==> src/rtl/hpil_pkg.sv <==
package hpil_pkg;
   localparam int REG_W      = 32;
   localparam int EVT_W      = 5;
   localparam int MASK_W     = 7;
   localparam int MASK_LSB   = 8;
   localparam int DIS_W      = 4;
   localparam int CTL_IRQ_OFF  = 0;
   localparam int CTL_CMD_OFF  = 2;
   localparam int CTL_CMD_SEEN = 16;
   localparam int CTL_ARB_SEEN = 17;
   localparam int ADR_CTRL   = 0;
   localparam int ADR_LOC    = 1;
   localparam int ADR_SLOT0  = 2;
   localparam logic [MASK_W-1:0] MASK_RST = '1;
   localparam logic [DIS_W-1:0]  DIS_RST  = '1;
endpackage

==> src/rtl/hpil_slot_regs.sv <==
module hpil_slot_regs
   import hpil_pkg::*;
(
   input  logic              clk,
   input  logic              rst_n,
   input  logic              wr_hit,
   input  logic [EVT_W-1:0]  wr_clr,
   input  logic [MASK_W-1:0] wr_mask,
   input  logic [EVT_W-1:0]  evt_set,
   output logic [EVT_W-1:0]  latch_q,
   output logic [MASK_W-1:0] mask_q,
   output logic              pend_d
);
   logic [EVT_W-1:0]  latch_d;
   logic [MASK_W-1:0] mask_d;

   always_comb begin
      latch_d = latch_q;
      mask_d  = mask_q;
      if (wr_hit) begin
         latch_d = latch_q & ~wr_clr;
         mask_d  = wr_mask;
      end
      latch_d = latch_d | evt_set;
      pend_d  = |(latch_d & ~mask_d[EVT_W-1:0]);
   end

   always_ff @(posedge clk or negedge rst_n) begin
      if (!rst_n) begin
         latch_q <= '0;
         mask_q  <= MASK_RST;
      end else begin
         latch_q <= latch_d;
         mask_q  <= mask_d;
      end
   end
endmodule

==> src/rtl/hpil_ctrl_reg.sv <==
module hpil_ctrl_reg
   import hpil_pkg::*;
(
   input  logic             clk,
   input  logic             rst_n,
   input  logic             wr_hit,
   input  logic [DIS_W-1:0] wr_dis,
   input  logic [1:0]       wr_clr_seen,
   input  logic             cmd_done,
   input  logic             arb_fault,
   output logic [DIS_W-1:0] dis_q,
   output logic             cmd_seen_q,
   output logic             arb_seen_q,
   output logic             irq_off_d,
   output logic             cmd_pend_d
);
   logic [DIS_W-1:0] dis_d;
   logic             cmd_seen_d;
   logic             arb_seen_d;

   always_comb begin
      dis_d      = dis_q;
      cmd_seen_d = cmd_seen_q;
      arb_seen_d = arb_seen_q;
      if (wr_hit) begin
         dis_d      = wr_dis;
         cmd_seen_d = cmd_seen_q & ~wr_clr_seen[0];
         arb_seen_d = arb_seen_q & ~wr_clr_seen[1];
      end
      cmd_seen_d = cmd_seen_d | cmd_done;
      arb_seen_d = arb_seen_d | arb_fault;
      irq_off_d  = dis_d[CTL_IRQ_OFF];
      cmd_pend_d = cmd_seen_d & ~dis_d[CTL_CMD_OFF];
   end

   always_ff @(posedge clk or negedge rst_n) begin
      if (!rst_n) begin
         dis_q      <= DIS_RST;
         cmd_seen_q <= 1'b0;
         arb_seen_q <= 1'b0;
      end else begin
         dis_q      <= dis_d;
         cmd_seen_q <= cmd_seen_d;
         arb_seen_q <= arb_seen_d;
      end
   end
endmodule

==> src/rtl/hpil_irq_combine.sv <==
module hpil_irq_combine #(
   parameter int NUM_SLOTS = 4
) (
   input  logic                 clk,
   input  logic                 rst_n,
   input  logic [NUM_SLOTS-1:0] slot_pend_d,
   input  logic                 cmd_pend_d,
   input  logic                 irq_off_d,
   input  logic                 msi_en,
   output logic [NUM_SLOTS:0]   locator_q,
   output logic                 level_q,
   output logic                 irq_level,
   output logic                 msi_req
);
   logic [NUM_SLOTS:0] locator_d;
   logic               level_d;

   always_comb begin
      locator_d = {slot_pend_d, cmd_pend_d};
      level_d   = ~irq_off_d & (|locator_d);
   end

   // level_q doubles as the recorded level used for change detection
   always_ff @(posedge clk or negedge rst_n) begin
      if (!rst_n) begin
         locator_q <= '0;
         level_q   <= 1'b0;
         irq_level <= 1'b0;
         msi_req   <= 1'b0;
      end else begin
         locator_q <= locator_d;
         level_q   <= level_d;
         irq_level <= level_d & ~msi_en;
         msi_req   <= msi_en & (level_d ^ level_q);
      end
   end
endmodule

==> src/rtl/hp_irq_locator.sv <==
module hp_irq_locator
   import hpil_pkg::*;
#(
   parameter int NUM_SLOTS = 4,
   parameter int ADDR_W    = 6
) (
   input  logic                       clk,
   input  logic                       rst_n,
   input  logic                       wr_en,
   input  logic [ADDR_W-1:0]          wr_addr,
   input  logic [REG_W-1:0]           wr_data,
   input  logic [ADDR_W-1:0]          rd_addr,
   output logic [REG_W-1:0]           rd_data,
   input  logic [NUM_SLOTS*EVT_W-1:0] evt_set,
   input  logic                       cmd_done,
   input  logic                       arb_fault,
   input  logic                       msi_en,
   output logic                       irq_level,
   output logic                       msi_req
);
   localparam int NUM_REGS = ADR_SLOT0 + NUM_SLOTS;

   if (NUM_SLOTS < 1 || NUM_SLOTS > 31) begin : g_bad_slots
      $error("NUM_SLOTS must lie in 1..31");
   end
   if (NUM_REGS > (1 << ADDR_W)) begin : g_bad_addr
      $error("ADDR_W too narrow for NUM_SLOTS");
   end

   logic [DIS_W-1:0]     ctrl_dis_q;
   logic                 cmd_seen_q;
   logic                 arb_seen_q;
   logic                 irq_off_d;
   logic                 cmd_pend_d;
   logic [NUM_SLOTS-1:0] slot_pend_d;
   logic [NUM_SLOTS:0]   locator_q;
   logic                 level_q;
   logic [REG_W-1:0]     slot_word [NUM_SLOTS];
   logic                 unused_wr_bits;

   assign unused_wr_bits = ^{wr_data[31:18], wr_data[15], wr_data[7:5]};

   hpil_ctrl_reg u_ctrl (
      .clk         (clk),
      .rst_n       (rst_n),
      .wr_hit      (wr_en && (wr_addr == ADDR_W'(ADR_CTRL))),
      .wr_dis      (wr_data[DIS_W-1:0]),
      .wr_clr_seen (wr_data[CTL_ARB_SEEN:CTL_CMD_SEEN]),
      .cmd_done    (cmd_done),
      .arb_fault   (arb_fault),
      .dis_q       (ctrl_dis_q),
      .cmd_seen_q  (cmd_seen_q),
      .arb_seen_q  (arb_seen_q),
      .irq_off_d   (irq_off_d),
      .cmd_pend_d  (cmd_pend_d)
   );

   for (genvar i = 0; i < NUM_SLOTS; i++) begin : g_slot
      logic [EVT_W-1:0]  latch_q;
      logic [MASK_W-1:0] mask_q;

      hpil_slot_regs u_slot (
         .clk     (clk),
         .rst_n   (rst_n),
         .wr_hit  (wr_en && (wr_addr == ADDR_W'(ADR_SLOT0 + i))),
         .wr_clr  (wr_data[EVT_W-1:0]),
         .wr_mask (wr_data[MASK_LSB +: MASK_W]),
         .evt_set (evt_set[i*EVT_W +: EVT_W]),
         .latch_q (latch_q),
         .mask_q  (mask_q),
         .pend_d  (slot_pend_d[i])
      );

      assign slot_word[i] = {16'b0, 1'b0, mask_q, 3'b0, latch_q};
   end

   hpil_irq_combine #(.NUM_SLOTS(NUM_SLOTS)) u_combine (
      .clk         (clk),
      .rst_n       (rst_n),
      .slot_pend_d (slot_pend_d),
      .cmd_pend_d  (cmd_pend_d),
      .irq_off_d   (irq_off_d),
      .msi_en      (msi_en),
      .locator_q   (locator_q),
      .level_q     (level_q),
      .irq_level   (irq_level),
      .msi_req     (msi_req)
   );

   always_comb begin
      rd_data = '0;
      if (rd_addr == ADDR_W'(ADR_CTRL)) begin
         rd_data = {14'b0, arb_seen_q, cmd_seen_q, 12'b0, ctrl_dis_q};
      end else if (rd_addr == ADDR_W'(ADR_LOC)) begin
         rd_data[NUM_SLOTS:0] = locator_q;
      end else begin
         for (int i = 0; i < NUM_SLOTS; i++) begin
            if (rd_addr == ADDR_W'(ADR_SLOT0 + i)) rd_data = slot_word[i];
         end
      end
   end
endmodule

==> config.mk <==
export PLATFORM = sky130hd
export DESIGN_NAME = hp_irq_locator
export DESIGN_NICKNAME = d
export VERILOG_FILES = /design/src/rtl/hpil_pkg.sv /design/src/rtl/hpil_slot_regs.sv /design/src/rtl/hpil_ctrl_reg.sv /design/src/rtl/hpil_irq_combine.sv /design/src/rtl/hp_irq_locator.sv
export SDC_FILE = /design/constraint.sdc
export NUM_CORES = 1
export LEC_CHECK = 0
export BUFFER_PORTS_ARGS = -buffer_cell sky130_fd_sc_hd__buf_2
export CAP_MARGIN = 20
export CORE_MARGIN = 5
export CORE_UTILIZATION = 40
export DETAILED_ROUTE_END_ITERATION = 7
export PLACE_DENSITY = 0.76
export SLEW_MARGIN = 20
export SYNTH_ARGS = -nofsm -noshare
export SYNTH_HDL_FRONTEND = slang
export SYNTH_SLANG_ARGS = --single-unit
==> constraint.sdc <==
create_clock -name clk -period 5.6 [get_ports clk]
set_input_delay 1.12 -clock clk [delete_from_list [all_inputs] [get_ports clk]]
set_output_delay 1.12 -clock clk [all_outputs]
set_load 0.005 [all_outputs]
==> summary.txt, run 1 <==
Timing
  – Crit share post-route: 0.7261
  – RSZ-0062 raised after global routing: no
  – Fin. max-slew vios: 0
  – Max Freq: roughly 250 MHz
  – Clock Skew: about 10 ps
  – Max-slew headroom: 0.4886
  – Worst slew pin tran: about 770 ps
  – Fin. Hold Viols: 0
  – Setup TNS: 0 ps
  – Final min period: ~4000 ps
  – Final setup fails: 0

Cells and area
  – Cell Count, Final, Fillers Out: 494
  – Layout area overhead: 15.92%
  – Final-stage net count: roughly 450
  – Share of cells above drive strength 1: 0.3188
  – Number of inserted diodes: 0

Floorplan
  – Row Count: 33
  – Ports: 104
  – Initial Utilization: 0.4049
  – Placeable Area: ~0.008 mm²
  – DIE HEIGHT: ~100 µm
  – Die width: 100.5 µm
  – Die footprint: about 0.01 mm²

CTS
  – Root Driver: clkbuf_8
  – CTS tree: done
  – Clk buf depth: 2
  – Worst-path clk slew: 60 ps
  – Post-CTS resize count: 0
  – Total CTS buffers: 9
  – Postcts setup bufs: 0
  – CTS sink cnt: slightly above 60
  – Clk_lat worst skew: 340 ps
  – Clock H-tree levels: 3
  – Hold buffer count at cts: 0

Min path
  – Min-Delay Path Depth: 2
  – Hold Crit Class: reg2reg

Synth
  – Area share of the largest cell type after synthesis: 0.2566
  – Register area share after synthesis: 0.4857
  – Dominant cell type by area after synthesis: dfstp_2
  – Library cells used by synthesis: 49
  – Flops & latches, synth: 62
  – Yosys warnings: 0
  – Number of synthesized flops with an enable pin: 0
  – Top FF cell, synth: dfstp_2
  – Main area contributors after synthesis: dfstp_2 (26%), dfrtp_1 (23%), mux2i_1 (7.3%)
  – Synth top cells by count: nand2_1 (34), dfstp_2 (32), dfrtp_1 (30)
  – Syn_area_per_cell: just over 10 µm²
  – FFs w/ async S/R, synth: 1.000
  – Synth Cell Area: approximately 0.0033 mm²
  – Cell count after synthesis: roughly 320
  – Top-count cell post-synth: nand2_1

Power and ir drop
  – Switching Fraction: 0.2598
  – Combinational power share: 0.127
  – Pwr dens: approximately 260 mW/mm²
  – Peak VDD IR: 0.1009 mV
  – Sequential Power Share: 0.531
  – Power share of the clock group: 0.342
  – Leakage: about 0.0017 µW
  – Internal power: between 700 and 800 µW
  – Net Switching: roughly 260 µW

Outcome
  – Status: complete, no violations

Global routing
  – Pin count of the biggest net entering global routing: 63
  – Total gr overflow: 0
  – Global-route wire length before repair: roughly 13 mm
  – GRT Util Overall: 0.1741
  – Initial antenna violation count: 0
  – Vias in the first global route: ~2600

Drt
  – First-pass detailed-route iteration total: 4
  – DRC errors left: 0
  – Post-DR wirelength/cell: around 17 µm
  – Drt via density: around 5.2
  – WL final: 8.641 mm
  – Vias: between 2000 and 3000
  – DR iter-0 viols: 160
  – Post-DRT Antenna Nets: 0

Setup path
  – CP Data Required Time: 4480 ps
  – Worst setup SP type: primary input
  – R2R depth: 7
  – Worst setup EP type: output port
  – Crit path max fanout: 10
  – Arr. time, crit path: 2950 ps
  – Setup CP Type: in2out

Placement
  – Placer congestion estimate: roughly 0.8
  – Placed cells: around 480
  – Post-DP HPWL: about 6.5 mm
  – PortBufs: 67

Flow run
  – Max-cap viol count: 0
logic make-up after synthesis:
| logic type | after synthesis | share of synthesized area |
|---|---|---|
| flip-flops | 62 | 0.4857 |
| buffers and inverters | 53 | 0.08438 |
| other | 1 | 0.001144 |
| AND/OR/NAND/NOR | 89 | 0.1501 |
| multiplexers | 39 | 0.1271 |
| AO/OA/AOI/OAI | 72 | 0.1516 |
power by group through the flow:
stage	sequential, µW	combinational, µW	clock, µW
floorplan	524	77.8	0
global placement	527	121	0
detailed placement	529	125	0
CTS	522	125	345
global route	526	138	365
finish	522	125	336
layer usage:
metal	routed length, µm	global-route usage	vias to the layer above
li1	-	-	1206
met1	3512	0.2210	1249
met2	4150	0.2768	113
met3	762	0.04567	16
met4	216	0.08290	0
met5	0	0	-
stage by stage:
step                  util  setup WS [ps]  hold slack (ps)  total power [µW]  cell area, µm²
floorplan                -           2130            439.3             601.9            3341
global placement    0.4493           1559            445.3             647.6            3636
detailed placement  0.4493           1526            451.0             654.1            3636
CTS                 0.4694           1521            459.9             992.7            3799
global route        0.4694           1388            470.6              1029            3799
finish              0.4694           1534            459.2             983.4            3799
registers in the layout (all words and copies together), names as in the netlist:
register               cells
g_slot.u_slot.mask_q      28
g_slot.u_slot.latch_q     20
u_combine.locator_q        5
u_ctrl.dis_q               4
u_combine.irq_level        1
u_combine.level_q          1
u_combine.msi_req          1
u_ctrl.arb_seen_q          1
u_ctrl.cmd_seen_q          1
final cells by class:
| class | count | area [µm²] |
|---|---|---|
| Inverter | 24 | 90.09 |
| Multi-Input combinational cell | 218 | 1473 |
| Clock buffer | 14 | 152.6 |
| Fill cell | 775 | 4294 |
| Timing Repair Buffer | 69 | 350.3 |
| Clock inverter | 2 | 10.01 |
| Sequential cell | 62 | 1592 |
| Tap cell | 105 | 131.4 |
path summary, 6_finish.rpt:
check	to	slack, ps	from
hold / removal	u_ctrl.dis_q[1]	460	u_ctrl.dis_q[1]
hold reg to reg	u_ctrl.dis_q[1]	460	u_ctrl.dis_q[1]
setup reg to reg	u_combine.irq_level	3720	g_slot[2].u_slot.mask_q[4]
setup / recovery	rd_data[10]	1530	rd_addr[1]
max in group asynchronous	g_slot[2].u_slot.latch_q[2]	4160	rst_n
min in group asynchronous	u_ctrl.cmd_seen_q	930	rst_n
critical path: stages:
cell	delay, ps
buf_2	110
nor4_1	540
and2_1	470
nand2_1	280
o21a_1	290
buf_2	130
cells in the final DEF (no fill, tap or decap), types with 3 or more instances in the layout:
cell and instances:
nand2_1 34, a41oi_1 3, o21ai_0 3, nand3_1 14, conb_1 18, nand2b_1 6, o21a_1 7, o32a_1 3
clkbuf_1 4, nor2b_1 3, nand4_1 3, inv_1 24, dfrtp_1 30, o21ai_1 17, and2_1 3, buf_2 67
a21oi_1 12, nor2_1 11, mux2_1 11, a21o_1 15, clkbuf_8 10, dfstp_2 32, mux2i_1 24
No activity file was read; power rests on OpenSTA's default activity.
==> run 2, diff against run 1 <==
PLACE_DENSITY = 0.79   (was 0.76)
clock period = 3.7 ns   (was 5.6 ns; I/O delays follow)
==> run 2 against run 1 <==
Compared with the run above: worst setup slack got worse by 810 ps; sequential share of layout area decreased by 1.1 points; global-route usage up 0.18 points.
==> summary.txt, run 2 (same netlist as run 1, synthesis figures left out) <==
Outcome
  – Status: complete, no violations

Setup path
  – Worst setup SP type: primary input
  – Crit path max fanout: 7
  – R2R depth: 7
  – Arr. time, crit path: between 2000 and 2500 ps
  – CP Data Required Time: between 2000 and 3000 ps
  – Reg2reg start: g_slot[2].u_slot.mask_q[4]
  – RR Endpoint: u_combine.irq_level
  – Slack of the worst reg-to-reg path: approximately 1700 ps
  – Setup CP Type: in2out
  – Worst setup EP type: output port

Cells and area
  – Final-stage net count: 461
  – Layout area overhead: 19.13%
  – Number of inserted diodes: 0
  – Final instance area: ~0.0039 mm²
  – Largest Register: g_slot.u_slot.mask_q
  – Cell Count, Final, Fillers Out: 501
  – Multi-input logic area: roughly 0.0015 mm²
  – Most frequent cells in the layout: buf_2 (67), nand2_1 (34), dfstp_2 (32)
  – Top flop regs: g_slot.u_slot.mask_q: 28 flops, g_slot.u_slot.latch_q: 20 flops, u_combine.locator_q: 5 flops
  – Share of cells above drive strength 1: 0.3359
  – Layout filler cell count: approximately 760
  – Largest register FFs: 28
  – Register area: around 0.0016 mm²
  – Leading cell type in the layout, fill and taps excluded: buf_2

Timing
  – Fin. max-slew vios: 0
  – Final min period: ~3000 ps
  – Setup TNS: 0 ps
  – Worst slew pin tran: slightly above 700 ps
  – RSZ-0062 raised after global routing: no
  – Max-slew headroom: 0.5217
  – Max Freq: between 300 and 400 MHz
  – Crit share post-route: 0.8042
  – Fin. Hold Viols: 0
  – Final setup fails: 0
  – Clock Skew: between 5 and 6 ps

CTS
  – CTS sink cnt: a little over 60
  – Total CTS buffers: 9
  – Hold buffer count at cts: 0
  – Clk buf depth: 2
  – Post-CTS resize count: 0
  – Worst-path clk slew: about 70 ps
  – Root Driver: clkbuf_8
  – Postcts setup bufs: 0
  – Clock H-tree levels: 3
  – CTS tree: done
  – Clk_lat worst skew: about 340 ps

Global routing
  – GRT Util Overall: 0.1760
  – Global routing's busiest layer: met2
  – Total gr overflow: 0
  – Met2 usage: 0.2854
  – M3 GR Usage: 0.05398
  – Pin count of the biggest net entering global routing: 34
  – GRT met1 Usage: 0.2303
  – Global-route wire length before repair: approximately 14 mm
  – Initial antenna violation count: 0
  – Vias in the first global route: about 2600

Flow run
  – Max-cap viol count: 0

Placement
  – Dpl cell area: 0.003689 mm²
  – Placed cells: 485
  – Post-DP HPWL: around 6.7 mm
  – PortBufs: 67
  – Placer congestion estimate: between 0.8 and 0.9

Floorplan
  – Placeable Area: 0.008093 mm²
  – Die footprint: slightly above 0.01 mm²
  – Initial Utilization: 0.4049
  – DIE HEIGHT: roughly 100 µm
  – Die width: 100.5 µm
  – Row Count: 33
  – Ports: ~100

Power and ir drop
  – Pwr dens: 419.1 mW/mm²
  – Leakage: ~0.0018 µW
  – Peak VDD IR: 0.2077 mV

Drt
  – DR iter-0 viols: about 160
  – First-pass detailed-route iteration total: 4
  – WL final: roughly 8.7 mm
  – Post-DRT Antenna Nets: 0
  – DRC errors left: 0
  – Drt via density: 5.285
  – Post-DR wirelength/cell: 17.29 µm
  – Vias: ~2600

Min path
  – Hold Crit Class: in2async
[run 2: routing by layer]
layer / up-vias / part of all wire
li1: 1221 / -
met1: 1294 / 0.42
met2: 125 / 0.48
met3: 8 / 0.087
met4: 0 / 0.0098
met5: - / 0
[run 2: cell type report]
cell class,count,area share
Tap cell,105,0.03365
Inverter,24,0.02308
Multi-Input combinational cell,218,0.3772
Timing Repair Buffer,76,0.1032
Clock buffer,12,0.03718
Clock inverter,4,0.01795
Sequential cell,62,0.4077
[run 2: worst max path at each step]
stage,depth (start not counted),end,startpoint,slack (ps)
5_1_grt,7,rd_data[8],rd_addr[1],680
6_report,7,rd_data[10],rd_addr[1],720
4_1_cts,7,rd_data[10],rd_addr[1],720
2_1_floorplan,9,u_combine.irq_level,wr_addr[3],980
3_3_place_gp,9,u_combine.irq_level,wr_addr[3],480
3_5_place_dp,9,u_combine.irq_level,wr_addr[3],420
[run 2: worst max-delay path, stage by stage]
cell and delay, ps:
buf_2 110, nor4_1 260, buf_4 170, and2_1 290
nand2_1 270, o21a_1 270, buf_2 130
[run 2: report_power, final]
group          internal [µW]  leakage [µW]  switching [µW]  total, µW
Clock                    396      0.000110             256        652
Combinational           79.8       0.00107             114        194
Sequential               764      0.000606            25.6        790
Total                   1240       0.00179             396       1640
[run 2: per-stage QoR]
step | utilization | setup slack (ps) | total power (µW) | hold WS (ps)
final | 0.4824 | 724.4 | 1636 | 448.7
after global routing | 0.4824 | 681.5 | 1707 | 487.1
after CTS | 0.4824 | 719.5 | 1645 | 457.7
after detailed placement | 0.4558 | 423.1 | 993.0 | 455.0
after global placement | 0.4558 | 484.2 | 983.6 | 446.6
after floorplan | - | 977.8 | 911.1 | 439.3
==> run 3, diff against run 2 <==
ABC_AREA = 1   (was default)
PLACE_DENSITY = 0.78   (was 0.79)
clock period = 2.46 ns   (was 3.7 ns; I/O delays follow)
==> run 3 against run 2 <==
Compared with the run above: power is 67% higher; critical endpoint is now rd_data[9]; flip-flop and latch count stayed put; sequential share of layout area is 3.0 points lower; critical path type unchanged.
==> summary.txt, run 3 <==
Synth
  – Cell count after synthesis: ~450
  – Yosys warnings: 0
  – Top-count cell post-synth: nand2_1
  – Main area contributors after synthesis: dfstp_2 (24%), dfrtp_1 (22%), nand2_1 (12%)
  – Area share of the largest cell type after synthesis: 0.2419
  – Flops & latches, synth: 62
  – Synth Cell Area: around 0.0035 mm²
  – Library cells used by synthesis: 35
  – Synth top cells by count: nand2_1 (110), inv_1 (87), dfstp_2 (32)
  – Dominant cell type by area after synthesis: dfstp_2
  – Top FF cell, synth: dfstp_2
  – Syn_area_per_cell: between 7 and 8 µm²
  – Number of synthesized flops with an enable pin: 0
  – FFs w/ async S/R, synth: 1.000
  – Register area share after synthesis: 0.4579

Setup path
  – Reg2reg start: g_slot[2].u_slot.mask_q[3]
  – RR Endpoint: u_combine.msi_req
  – Arr. time, crit path: between 1500 and 2000 ps
  – R2R depth: 11
  – CP cell instances: buf_2 > or2_2 > nor3_4 > nand2_1 > buf_4 > o221ai_1 > o21ai_0 > o21ai_0 > buf_2
  – Worst setup SP type: primary input
  – Worst setup EP type: output port
  – Setup CP Type: in2out
  – CP Data Required Time: around 2000 ps
  – Worst path slowest cell: or2_2
  – Critical Path Max Stage Delay: between 300 and 400 ps
  – Slack of the worst reg-to-reg path: between 800 and 900 ps
  – Crit path max fanout: 8

Drt
  – First-pass detailed-route iteration total: 4
  – Post-DR wirelength/cell: roughly 14 µm
  – Vias: between 3000 and 4000
  – DR iter-0 viols: 196
  – Drt via density: a little under 5
  – WL final: around 9.1 mm
  – DRC errors left: 0
  – Post-DRT Antenna Nets: 0

Floorplan
  – Die width: roughly 100 µm
  – Die footprint: 0.01065 mm²
  – Placeable Area: 0.008593 mm²
  – Initial Utilization: 0.4045
  – DIE HEIGHT: a little over 100 µm
  – Ports: ~100
  – Row Count: 34

CTS
  – Postcts setup bufs: 0
  – Clock H-tree levels: 3
  – CTS sink cnt: just over 60
  – CTS tree: done
  – Worst-path clk slew: 70 ps
  – Total CTS buffers: 9
  – Clk_lat worst skew: 350 ps
  – Root Driver: clkbuf_8
  – Clk buf depth: 2

Min path
  – Hold Crit Class: in2async

Power and ir drop
  – Pwr dens: roughly 650 mW/mm²
  – Switching Fraction: 0.2515
  – Leakage: between 0.002 and 0.0025 µW
  – Internal power: 2042 µW
  – Sequential Power Share: 0.440
  – Peak VDD IR: between 0.3 and 0.4 mV
  – Net Switching: 686.4 µW
  – Power share of the clock group: 0.410
  – Combinational power share: 0.150

Timing
  – Fin. Hold Viols: 0
  – Clock Skew: between 9 and 10 ps
  – Crit share post-route: 0.9933
  – Max Freq: ~410 MHz
  – Setup TNS: 0 ps
  – Minimum hold slack: around 150 ps
  – Fin. max-slew vios: 0
  – Final worst slack: 16.54 ps
  – Final setup fails: 0
  – Final min period: 2443 ps

Placement
  – Placer congestion estimate: slightly below 0.9
  – DP Worst Slack: -66.01 ps
  – Placed cells: 628
  – PortBufs: 67
  – Post-DP HPWL: between 7 and 8 mm

Cells and area
  – Largest Register: g_slot.u_slot.mask_q
  – Largest register FFs: 28
  – Final-stage net count: 601
  – Number of inserted diodes: 0
  – Share of cells above drive strength 1: 0.3041
  – Leading cell type in the layout, fill and taps excluded: nand2_1
  – Most frequent cells in the layout: nand2_1 (110), inv_1 (87), buf_2 (67)
  – Cell Count, Final, Fillers Out: 644
  – Layout filler cell count: around 830
  – Layout area overhead: 21.38%
  – Top flop regs: g_slot.u_slot.mask_q: 28 flops, g_slot.u_slot.latch_q: 20 flops, u_combine.locator_q: 5 flops

Global routing
  – Global-route wire length before repair: ~14 mm
  – Initial antenna violation count: 0
  – Pin count of the biggest net entering global routing: 63
  – GRT Util Overall: 0.1789
  – Vias in the first global route: 3126
  – Total gr overflow: 0

Outcome
  – Status: complete, no violations

Flow run
  – Max-cap viol count: 0
-- run 3: changes by cell type in the layout (fill, tap and decap cells not counted), moves of 11 or more --
cell     before  now
mux2_1       11    0
a21o_1       15    2
nand2_1      34  110
inv_1        24   87
mux2i_1      24    0
o21ai_0       3   29
nand3_1      14   30
-- run 3: timing repair --
action / 4_1_cts / 5_1_grt
setup endpoints to repair: 6 / 3
hold buffers: 0 / 0
endpoints found under the hold margin: 0 / 0
gates resized for setup: 3 / 5
-- run 3: cell families (layout without fill, tap and decap cells) --
kind of cell,count (synthesis),in the layout,synth area share
AOI/OAI and AO/OA,70,70,0.1177
buffers and inverters,117,188,0.1548
DFF,62,62,0.4579
other,1,18,0.001079
and+or+nand+nor,198,198,0.2685
-- run 3: power by group through the flow --
stage                     clock (µW)  combinational [µW]  sequential, µW
after global placement             0                 387            1210
after floorplan                    0                 270            1210
after CTS                       1150                 406            1200
after global routing            1190                 468            1210
final                           1120                 408            1200
after detailed placement           0                 402            1220
-- run 3: per-stage QoR --
stage | utilization | power (µW) | cell area (µm²)
4_1_cts | 0.4882 | 2758 | 4195
5_1_grt | 0.4910 | 2866 | 4219
6_report | 0.4910 | 2729 | 4219
3_3_place_gp | 0.4575 | 1600 | 3931
2_1_floorplan | - | 1477 | 3540
3_5_place_dp | 0.4575 | 1618 | 3931
-- run 3: area by class of cell --
type / instances / area [µm²] / area share
Clock inverter: 3 / 90.09 / 0.02135
Inverter: 91 / 341.6 / 0.08096
Clock buffer: 13 / 158.9 / 0.03766
Multi-Input combinational cell: 286 / 1449 / 0.3434
Timing Repair Buffer: 81 / 452.9 / 0.1074
Sequential cell: 62 / 1592 / 0.3772
Tap cell: 108 / 135.1 / 0.03203
-- run 3: per-layer routing --
metal / vias to the layer above / GRT usage / share of wire
li1: 1537 / - / -
met1: 1455 / 0.2226 / 0.43
met2: 130 / 0.2891 / 0.46
met3: 16 / 0.06439 / 0.088
met4: 0 / 0.06076 / 0.018
met5: - / 0 / 0
-- run 3: worst max path at each step --
stage                     from    endpoint  slack, ps  cells past startpoint
global placement    rd_addr[2]  rd_data[4]          6                      8
detailed placement  rd_addr[2]  rd_data[2]        -70                      9
CTS                 rd_addr[2]  rd_data[2]         30                      9
floorplan           rd_addr[2]  rd_data[4]        250                      6
global route        rd_addr[2]  rd_data[9]         -3                      9
finish              rd_addr[2]  rd_data[9]         20                      9
-- run 3: critical path: cells and delay by family --
kind            cells  cell delay (ps)
simple gates        3              560
compound gates      3              440
buf+inv             3              450
